--- src/rtl/jtag_chain_pkg.sv ---
package jtag_chain_pkg;

   typedef enum logic [3:0] {
      ST_RESET    = 4'd0,
      ST_IDLE     = 4'd1,
      ST_DR_SEL   = 4'd2,
      ST_DR_CAP   = 4'd3,
      ST_DR_SHIFT = 4'd4,
      ST_DR_EXIT1 = 4'd5,
      ST_DR_PAUSE = 4'd6,
      ST_DR_EXIT2 = 4'd7,
      ST_DR_UPD   = 4'd8,
      ST_IR_SEL   = 4'd9,
      ST_IR_CAP   = 4'd10,
      ST_IR_SHIFT = 4'd11,
      ST_IR_EXIT1 = 4'd12,
      ST_IR_PAUSE = 4'd13,
      ST_IR_EXIT2 = 4'd14,
      ST_IR_UPD   = 4'd15
   } tap_state_e;

   // Successor of a controller state for a given mode-select level.
   function automatic tap_state_e tap_next(input tap_state_e cur, input logic sel);
      tap_state_e nxt;
      case (cur)
         ST_RESET:    nxt = sel ? ST_RESET    : ST_IDLE;
         ST_IDLE:     nxt = sel ? ST_DR_SEL   : ST_IDLE;
         ST_DR_SEL:   nxt = sel ? ST_IR_SEL   : ST_DR_CAP;
         ST_DR_CAP:   nxt = sel ? ST_DR_EXIT1 : ST_DR_SHIFT;
         ST_DR_SHIFT: nxt = sel ? ST_DR_EXIT1 : ST_DR_SHIFT;
         ST_DR_EXIT1: nxt = sel ? ST_DR_UPD   : ST_DR_PAUSE;
         ST_DR_PAUSE: nxt = sel ? ST_DR_EXIT2 : ST_DR_PAUSE;
         ST_DR_EXIT2: nxt = sel ? ST_DR_UPD   : ST_DR_SHIFT;
         ST_DR_UPD:   nxt = sel ? ST_DR_SEL   : ST_IDLE;
         ST_IR_SEL:   nxt = sel ? ST_RESET    : ST_IR_CAP;
         ST_IR_CAP:   nxt = sel ? ST_IR_EXIT1 : ST_IR_SHIFT;
         ST_IR_SHIFT: nxt = sel ? ST_IR_EXIT1 : ST_IR_SHIFT;
         ST_IR_EXIT1: nxt = sel ? ST_IR_UPD   : ST_IR_PAUSE;
         ST_IR_PAUSE: nxt = sel ? ST_IR_EXIT2 : ST_IR_PAUSE;
         ST_IR_EXIT2: nxt = sel ? ST_IR_UPD   : ST_IR_SHIFT;
         ST_IR_UPD:   nxt = sel ? ST_DR_SEL   : ST_IDLE;
         default:     nxt = ST_RESET;
      endcase
      return nxt;
   endfunction

endpackage

--- src/rtl/jtag_in_sync.sv ---
// Brings the asynchronous scan pins into the system clock domain and flags
// one-cycle rising edges of the synchronized test clock.
module jtag_in_sync #(
   parameter int STAGES = 2
) (
   input  logic clk,
   input  logic rst_n,
   input  logic tck_i,
   input  logic tms_i,
   input  logic tdi_i,
   output logic step_o,
   output logic tms_o,
   output logic tdi_o
);
   localparam int NSIG = 3;

   if (STAGES < 2) begin : g_bad_stages
      $error("jtag_in_sync: STAGES must be at least 2");
   end

   logic [STAGES-1:0][NSIG-1:0] stage_q;
   logic                        tck_prev_q;
   logic [NSIG-1:0]             pins;

   assign pins = {tdi_i, tms_i, tck_i};

   always_ff @(posedge clk or negedge rst_n) begin
      if (!rst_n) begin
         stage_q    <= '0;
         tck_prev_q <= 1'b0;
      end else begin
         stage_q    <= {stage_q[STAGES-2:0], pins};
         tck_prev_q <= stage_q[STAGES-1][0];
      end
   end

   assign step_o = stage_q[STAGES-1][0] & ~tck_prev_q;
   assign tms_o  = stage_q[STAGES-1][1];
   assign tdi_o  = stage_q[STAGES-1][2];
endmodule

--- src/rtl/jtag_tap_fsm.sv ---
// 16-state controller. The test reset asserts asynchronously and is released
// through a reset synchronizer on the system clock.
module jtag_tap_fsm
   import jtag_chain_pkg::*;
#(
   parameter int RST_STAGES = 2
) (
   input  logic       clk,
   input  logic       rst_n,
   input  logic       trst_n,
   input  logic       step,
   input  logic       tms,
   output tap_state_e state_o
);
   if (RST_STAGES < 2) begin : g_bad_rst
      $error("jtag_tap_fsm: RST_STAGES must be at least 2");
   end

   logic                  any_rst_n;
   logic [RST_STAGES-1:0] rel_q;
   logic                  tap_rst_n;
   tap_state_e            state_q;

   assign any_rst_n = rst_n & trst_n;

   always_ff @(posedge clk or negedge any_rst_n) begin
      if (!any_rst_n) rel_q <= '0;
      else            rel_q <= {rel_q[RST_STAGES-2:0], 1'b1};
   end

   assign tap_rst_n = rel_q[RST_STAGES-1];

   always_ff @(posedge clk or negedge tap_rst_n) begin
      if (!tap_rst_n)  state_q <= ST_RESET;
      else if (step)   state_q <= tap_next(state_q, tms);
   end

   assign state_o = state_q;
endmodule

--- src/rtl/jtag_ir_path.sv ---
// Instruction shift register and latched instruction word.
module jtag_ir_path
   import jtag_chain_pkg::*;
#(
   parameter int             IR_W     = 46,
   parameter logic [IR_W-1:0] IR_RESET = '0
) (
   input  logic            clk,
   input  logic            rst_n,
   input  logic            step,
   input  tap_state_e      state,
   input  logic            tdi,
   output logic            shift_out,
   output logic [IR_W-1:0] ir_word
);
   if (IR_W < 2) begin : g_bad_ir
      $error("jtag_ir_path: IR_W must be at least 2");
   end

   logic [IR_W-1:0] sh_q;
   logic [IR_W-1:0] word_q;

   always_ff @(posedge clk or negedge rst_n) begin
      if (!rst_n) begin
         sh_q   <= '0;
         word_q <= IR_RESET;
      end else if (step) begin
         case (state)
            ST_IR_CAP:   sh_q[1:0] <= 2'b01;
            ST_IR_SHIFT: sh_q      <= {tdi, sh_q[IR_W-1:1]};
            ST_IR_UPD:   word_q    <= sh_q;
            default: ;
         endcase
      end
   end

   assign shift_out = sh_q[0];
   assign ir_word   = word_q;
endmodule

--- src/rtl/jtag_dr_chain.sv ---
// Chained data register: identity image load, serial shift and export of the
// configuration word on update.
module jtag_dr_chain
   import jtag_chain_pkg::*;
#(
   parameter int              IR_W       = 46,
   parameter int              DR_W       = 197,
   parameter int              N_DEV      = 6,
   parameter int              ID_W       = 32,
   parameter int              ID_BASE    = 2,
   parameter int              SKEW_IDX   = 4,
   parameter int              CFG_W      = 42,
   parameter logic [IR_W-1:0] OP_IDLOAD  = 46'h06318fc63fff,
   parameter logic [IR_W-1:0] OP_CFG0    = 46'h0a318fc63fff,
   parameter logic [IR_W-1:0] OP_CFG1    = 46'h0e318fc63fff
) (
   input  logic                  clk,
   input  logic                  rst_n,
   input  logic                  step,
   input  tap_state_e            state,
   input  logic                  tdi,
   input  logic [IR_W-1:0]       ir_word,
   input  logic [N_DEV*ID_W-1:0] id_codes,
   output logic                  shift_out,
   output logic                  cfg_valid,
   output logic [CFG_W-1:0]      cfg_data,
   output logic                  cfg_sel
);
   localparam int SKEW_ADD = (SKEW_IDX < N_DEV) ? 1 : 0;
   localparam int NEED_W   = ID_BASE + N_DEV * ID_W + SKEW_ADD;

   if (NEED_W > DR_W) begin : g_bad_fit
      $error("jtag_dr_chain: identity codes do not fit in DR_W");
   end
   if (CFG_W > DR_W || CFG_W < 1) begin : g_bad_cfg
      $error("jtag_dr_chain: CFG_W out of range");
   end
   if (OP_CFG0 == OP_CFG1) begin : g_bad_ops
      $error("jtag_dr_chain: configuration opcodes must differ");
   end

   // One placed copy per device; the image is their union.
   logic [DR_W-1:0] placed [N_DEV];
   logic [DR_W-1:0] id_image;

   for (genvar g = 0; g < N_DEV; g++) begin : g_place
      localparam int TOP_B = DR_W - 1 - ID_BASE - g * ID_W - ((g >= SKEW_IDX) ? 1 : 0);
      localparam int LOW_B = TOP_B - ID_W + 1;
      assign placed[g] = {{(DR_W-ID_W){1'b0}}, id_codes[g*ID_W +: ID_W]} << LOW_B;
   end

   always_comb begin
      id_image = '0;
      for (int k = 0; k < N_DEV; k++) id_image = id_image | placed[k];
   end

   logic            hit_id;
   logic            hit_c0;
   logic            hit_c1;
   logic [DR_W-1:0] sh_q;

   assign hit_id = (ir_word == OP_IDLOAD);
   assign hit_c0 = (ir_word == OP_CFG0);
   assign hit_c1 = (ir_word == OP_CFG1);

   always_ff @(posedge clk or negedge rst_n) begin
      if (!rst_n) begin
         sh_q      <= '0;
         cfg_valid <= 1'b0;
         cfg_data  <= '0;
         cfg_sel   <= 1'b0;
      end else begin
         cfg_valid <= 1'b0;
         if (step) begin
            case (state)
               ST_RESET:    sh_q <= id_image;
               ST_DR_CAP:   if (hit_id) sh_q <= id_image;
               ST_DR_SHIFT: sh_q <= {tdi, sh_q[DR_W-1:1]};
               ST_DR_UPD: begin
                  if (hit_c0 || hit_c1) begin
                     cfg_valid <= 1'b1;
                     cfg_data  <= sh_q[DR_W-1 -: CFG_W];
                     cfg_sel   <= hit_c1;
                  end
               end
               default: ;
            endcase
         end
      end
   end

   assign shift_out = sh_q[0];
endmodule

--- src/rtl/jtag_chain_tap.sv ---
module jtag_chain_tap
   import jtag_chain_pkg::*;
#(
   parameter int              SYNC_STAGES = 2,
   parameter int              IR_W        = 46,
   parameter int              DR_W        = 197,
   parameter int              N_DEV       = 6,
   parameter int              ID_W        = 32,
   parameter int              ID_BASE     = 2,
   parameter int              SKEW_IDX    = 4,
   parameter int              CFG_W       = 42,
   parameter logic [IR_W-1:0] OP_IDLOAD   = 46'h06318fc63fff,
   parameter logic [IR_W-1:0] OP_CFG0     = 46'h0a318fc63fff,
   parameter logic [IR_W-1:0] OP_CFG1     = 46'h0e318fc63fff
) (
   input  logic                  clk,
   input  logic                  rst_n,
   input  logic                  tck,
   input  logic                  tms,
   input  logic                  tdi,
   input  logic                  trst_n,
   input  logic [N_DEV*ID_W-1:0] id_codes,
   output logic                  tdo,
   output logic                  cfg_valid,
   output logic [CFG_W-1:0]      cfg_data,
   output logic                  cfg_sel
);
   logic            tck_step;
   logic            tms_s;
   logic            tdi_s;
   tap_state_e      tap_state;
   logic            ir_bit;
   logic            dr_bit;
   logic [IR_W-1:0] ir_word;

   jtag_in_sync #(.STAGES(SYNC_STAGES)) u_sync (
      .clk    (clk),
      .rst_n  (rst_n),
      .tck_i  (tck),
      .tms_i  (tms),
      .tdi_i  (tdi),
      .step_o (tck_step),
      .tms_o  (tms_s),
      .tdi_o  (tdi_s)
   );

   jtag_tap_fsm #(.RST_STAGES(SYNC_STAGES)) u_fsm (
      .clk     (clk),
      .rst_n   (rst_n),
      .trst_n  (trst_n),
      .step    (tck_step),
      .tms     (tms_s),
      .state_o (tap_state)
   );

   jtag_ir_path #(.IR_W(IR_W), .IR_RESET('0)) u_ir (
      .clk       (clk),
      .rst_n     (rst_n),
      .step      (tck_step),
      .state     (tap_state),
      .tdi       (tdi_s),
      .shift_out (ir_bit),
      .ir_word   (ir_word)
   );

   jtag_dr_chain #(
      .IR_W      (IR_W),
      .DR_W      (DR_W),
      .N_DEV     (N_DEV),
      .ID_W      (ID_W),
      .ID_BASE   (ID_BASE),
      .SKEW_IDX  (SKEW_IDX),
      .CFG_W     (CFG_W),
      .OP_IDLOAD (OP_IDLOAD),
      .OP_CFG0   (OP_CFG0),
      .OP_CFG1   (OP_CFG1)
   ) u_dr (
      .clk       (clk),
      .rst_n     (rst_n),
      .step      (tck_step),
      .state     (tap_state),
      .tdi       (tdi_s),
      .ir_word   (ir_word),
      .id_codes  (id_codes),
      .shift_out (dr_bit),
      .cfg_valid (cfg_valid),
      .cfg_data  (cfg_data),
      .cfg_sel   (cfg_sel)
   );

   // Serial output register: only the two shift states drive it.
   always_ff @(posedge clk or negedge rst_n) begin
      if (!rst_n) begin
         tdo <= 1'b0;
      end else if (tck_step) begin
         if (tap_state == ST_IR_SHIFT)      tdo <= ir_bit;
         else if (tap_state == ST_DR_SHIFT) tdo <= dr_bit;
      end
   end
endmodule

--- config.mk ---
export PLATFORM = sky130hd
export DESIGN_NAME = jtag_chain_tap
export DESIGN_NICKNAME = d
export VERILOG_FILES = /design/src/rtl/jtag_chain_pkg.sv /design/src/rtl/jtag_in_sync.sv /design/src/rtl/jtag_tap_fsm.sv /design/src/rtl/jtag_ir_path.sv /design/src/rtl/jtag_dr_chain.sv /design/src/rtl/jtag_chain_tap.sv
export SDC_FILE = /design/constraint.sdc
export NUM_CORES = 1
export LEC_CHECK = 0
export ABC_AREA = 1
export BUFFER_PORTS_ARGS = -buffer_cell sky130_fd_sc_hd__buf_2
export CELL_PAD_IN_SITES_DETAIL_PLACEMENT = 2
export CELL_PAD_IN_SITES_GLOBAL_PLACEMENT = 2
export CORE_MARGIN = 10
export CORE_UTILIZATION = 33
export DETAILED_ROUTE_END_ITERATION = 8
export PLACE_DENSITY_LB_ADDON = 0.15
export SYNTH_ARGS = -nofsm -noshare
export SYNTH_HDL_FRONTEND = slang
export SYNTH_SLANG_ARGS = --single-unit
--- constraint.sdc ---
create_clock -name clk -period 0.8 [get_ports clk]
set_input_delay 0.16 -clock clk [delete_from_list [all_inputs] [get_ports clk]]
set_output_delay 0.16 -clock clk [all_outputs]
set_load 0.005 [all_outputs]
==> flow_summary.yaml <==
die:
  core_area_mm2: 0.0490
  start_util_pct: 33.3
  fp.dieH_um: 242
  fp-row-count: 81
  design.die.area_mm2: 0.0587
  ios: 243
  die_w_um: 242
worst_setup_path:
  path_delay_family: "simple AND/OR/NAND/NOR gates"
  crit_required_ns: 1.31
  r2r_slack_ns: -1.15
  rr_worst_depth: 12
  critical_path_class: "reg -> reg"
  slowest_delay_ns: 0.38
  crit_path_end_kind: "flop"
  crit_path_cell_trace: "nand2_1 -> nor2_1 -> nand2_1 -> nor2_2 -> buf_4 -> nand3_4 -> nand2_8 -> buf_12 -> buf_12 -> buf_12 -> nand3_2 -> nand2_1"
  worstPathMaxFanout: 19
  r2r-start: "u_ir.ir_word[1]"
  timing.rr.end: "u_dr.sh_q[178]"
  cp.arrival_ns: 2.46
  cp.buffers_inverters: 4
  critPathLaunchType: "flop"
  cpMaxStageDelayCell: "dfrtp_1"
layout:
  final_nets: 2837
  drive_gt1_share_pct: 23.4
  post-route-util_pct: 49.2
  area_growth_pct: 47.5
place:
  portBuffers: 242
  place.gp.congestion: 0.775
  dpl.hpwl_mm: 39.8
timing:
  rsz0062_at_grt: "true"
  min_period_ns: 1.95
  min_period_over_period_pct: 244
  setup_viol: 383
  fin_ws_ns: -1.15
  slew_violations: 0
  max_freq_ghz: 0.512
  skew_ns: 0.0253
  final_hold_viol_count: 0
synthesis:
  synthArstFlopShare_pct: 100
  synth_top_area_cell: "dfrtp_1"
  synth_top_area_share_pct: 53.2
  synthMostInstantiatedCell: "nand2_1"
  synth_nets: 2326
  ys_seq_area_share_pct: 53.2
  ys.flop_type: "dfrtp_1"
  synth_area_mm2: 0.0163
  synth_edf_count: 0
  yosys-top-cells-count: "nand2_1, nand3_1, dfrtp_1"
  yosysWarnings: 0
  netlist_instances: 2128
  synth_area_leaders: "dfrtp_1, nand2_1, nand3_1"
  syn_avg_cell_area_um2: 7.67
  synth_cell_types: 29
  ys_seq_elements: 347
clocking:
  cts_buffers: 41
  clk_latency_ns: 0.59
  root_buffer: "clkbuf_16"
  cts_htree_levels: 2
  clock_sinks: 347
  cts_tree: "done"
  clk_pin_slew_ns: 0.06
  cts_buffer_depth: 3
route:
  via_per_inst: 5.33
  drtIter0Drc: 1251
  drt-pass1-iter-count: 5
  ant_nets: 0
  vias: 17800
  wl_per_cell_um: 25.8
  drc: 0
  wl_mm: 86.2
status:
  violations: "setup timing"
  status: "complete, but fails checks"
min_path:
  hold_class: "in -> reg"
  hold_path_depth: 5
  worstHoldEndpoint: "u_dr.sh_q[162]"
  worstHoldStart: "id_codes[63]"
global_route:
  gr-usage-all-layers_pct: 25.1
  grt_max_degree: 60
  grt_pass1_wl_mm: 118
  antenna_found_initial: 8
  grt-ovfl-total: 0
  grt_pass1_vias: 19800
power:
  vdd_drop_max_v: 0.00179
  leakagePower_nw: 12.4
  power_density_mw_per_mm2: 3220
  total_power_mw: 77.6
job:
  max_cap_violations: 0
[repair_timing]
item                                    4_1_cts  5_1_grt
endpoints found under the hold margin       518        0
gates cloned                                 11       12
pin swaps                                     7       12
buffers inserted                              7       14
hold buffers                                177        0
resized for setup                            46       89
endpoints found under the setup margin      383      383
[registers in the layout (all words and copies together), names as in the netlist]
| name | count |
|---|---|
| tdo | 1 |
| u_sync.tck_prev_q | 1 |
| u_sync.tms_o | 1 |
| u_ir.sh_q | 46 |
| u_ir.ir_word | 46 |
| u_dr.cfg_valid | 1 |
| u_sync.tdi_o | 1 |
| u_dr.cfg_data | 42 |
| u_dr.sh_q | 197 |
| u_fsm.state_o | 4 |
| u_sync.stage_q | 4 |
| u_fsm.rel_q | 2 |
| u_dr.cfg_sel | 1 |
[cells in the final DEF, fill, tap and decap left out, types with 3 or more instances in the layout]
cell | netlist | final
buf_16 | 0 | 15
nand2_4 | 1 | 10
clkinv_2 | 0 | 8
nand4_1 | 3 | 3
dfrtp_2 | 0 | 3
o21ai_0 | 154 | 111
nor2_1 | 30 | 18
buf_2 | 71 | 241
inv_1 | 116 | 115
o22ai_1 | 3 | 3
nor2_2 | 3 | 9
o21ai_2 | 0 | 5
buf_4 | 6 | 109
nand3_1 | 355 | 336
bufinv_16 | 0 | 5
clkbuf_8 | 0 | 14
dfrtp_1 | 347 | 344
nand2_8 | 0 | 5
nor2_4 | 0 | 6
buf_6 | 12 | 6
o21ai_1 | 29 | 67
nand3_2 | 0 | 17
nand2_2 | 3 | 49
nand2_1 | 917 | 859
clkbuf_1 | 54 | 5
clkbuf_16 | 0 | 53
diode_2 | 0 | 10
dlygate4sd3_1 | 0 | 177
inv_2 | 2 | 3
buf_12 | 0 | 58
[worst min-delay path, cell delays in order]
cell and delay, ns:
buf_2 0.11, nand2_1 0.07, o21ai_1 0.08, nand3_1 0.08, nand2_1 0.06
[worst max-delay path by stage]
stage | startpoint | endpoint | slack [ns] | cells after the start
finish | u_ir.ir_word[1] | u_dr.sh_q[178] | -1.15 | 12
global route | u_ir.ir_word[1] | u_dr.sh_q[149] | -1.24 | 12
CTS | u_ir.ir_word[9] | u_dr.sh_q[10] | -1.07 | 12
detailed placement | u_ir.ir_word[9] | u_dr.sh_q[114] | -1.18 | 10
global placement | u_ir.ir_word[8] | u_dr.sh_q[114] | -1.14 | 10
floorplan | u_ir.ir_word[21] | u_dr.sh_q[122] | -0.70 | 10
[kinds of logic (layout without fill, tap and decap cells)]
group	count (synthesis)	after routing	synth area share, %
multiplexers	1	1	0.0690
buffers and inverters	270	812	7.46
other	1	11	0.0230
AO/OA/AOI/OAI	193	193	6.02
flip-flops	347	347	53.2
AND/OR/NAND/NOR	1316	1318	33.2
[metrics by stage]
stage | cell area [um^2] | cells | TNS (ns) | worst slack (ns) | hold slack, ns
2_1_floorplan | 16600 | 2128 | -199.96 | -0.697 | -0.136
3_3_place_gp | 19600 | 3040 | -310.96 | -1.14 | -0.00757
3_5_place_dp | 19600 | 3040 | -328.30 | -1.18 | -0.00528
4_1_cts | 23400 | 3311 | -334.17 | -1.07 | -0.0131
5_1_grt | 24100 | 3345 | -381.42 | -1.24 | 0.0420
6_report | 24100 | 3346 | -351.72 | -1.15 | 0.0223
[area by class of cell]
cell class              count  area (um^2)
fillers                  5233        24900
flip-flops and latches    347         8690
multi-input cells        1513         6890
repair buffers            617         5700
clock buffers              62         1290
well taps                 664          831
inverters                 119          452
clock inverters            14          199
diodes                     10         25.0
[layer usage]
metal	wire length, um	global-route usage (%)
met1	33900	28.9
met2	45800	46.9
met3	3450	3.36
met4	3030	8.29
met5	0	0
[report_power, final]
part / internal, mW / switching [mW] / leakage [nW]
clock: 12.7 / 8.64 / 0.743
sequential: 22.5 / 4.07 / 4.51
combinational: 11.0 / 18.6 / 7.17
total: 46.3 / 31.3 / 12.4
No activity file was read; power rests on OpenSTA's default activity.
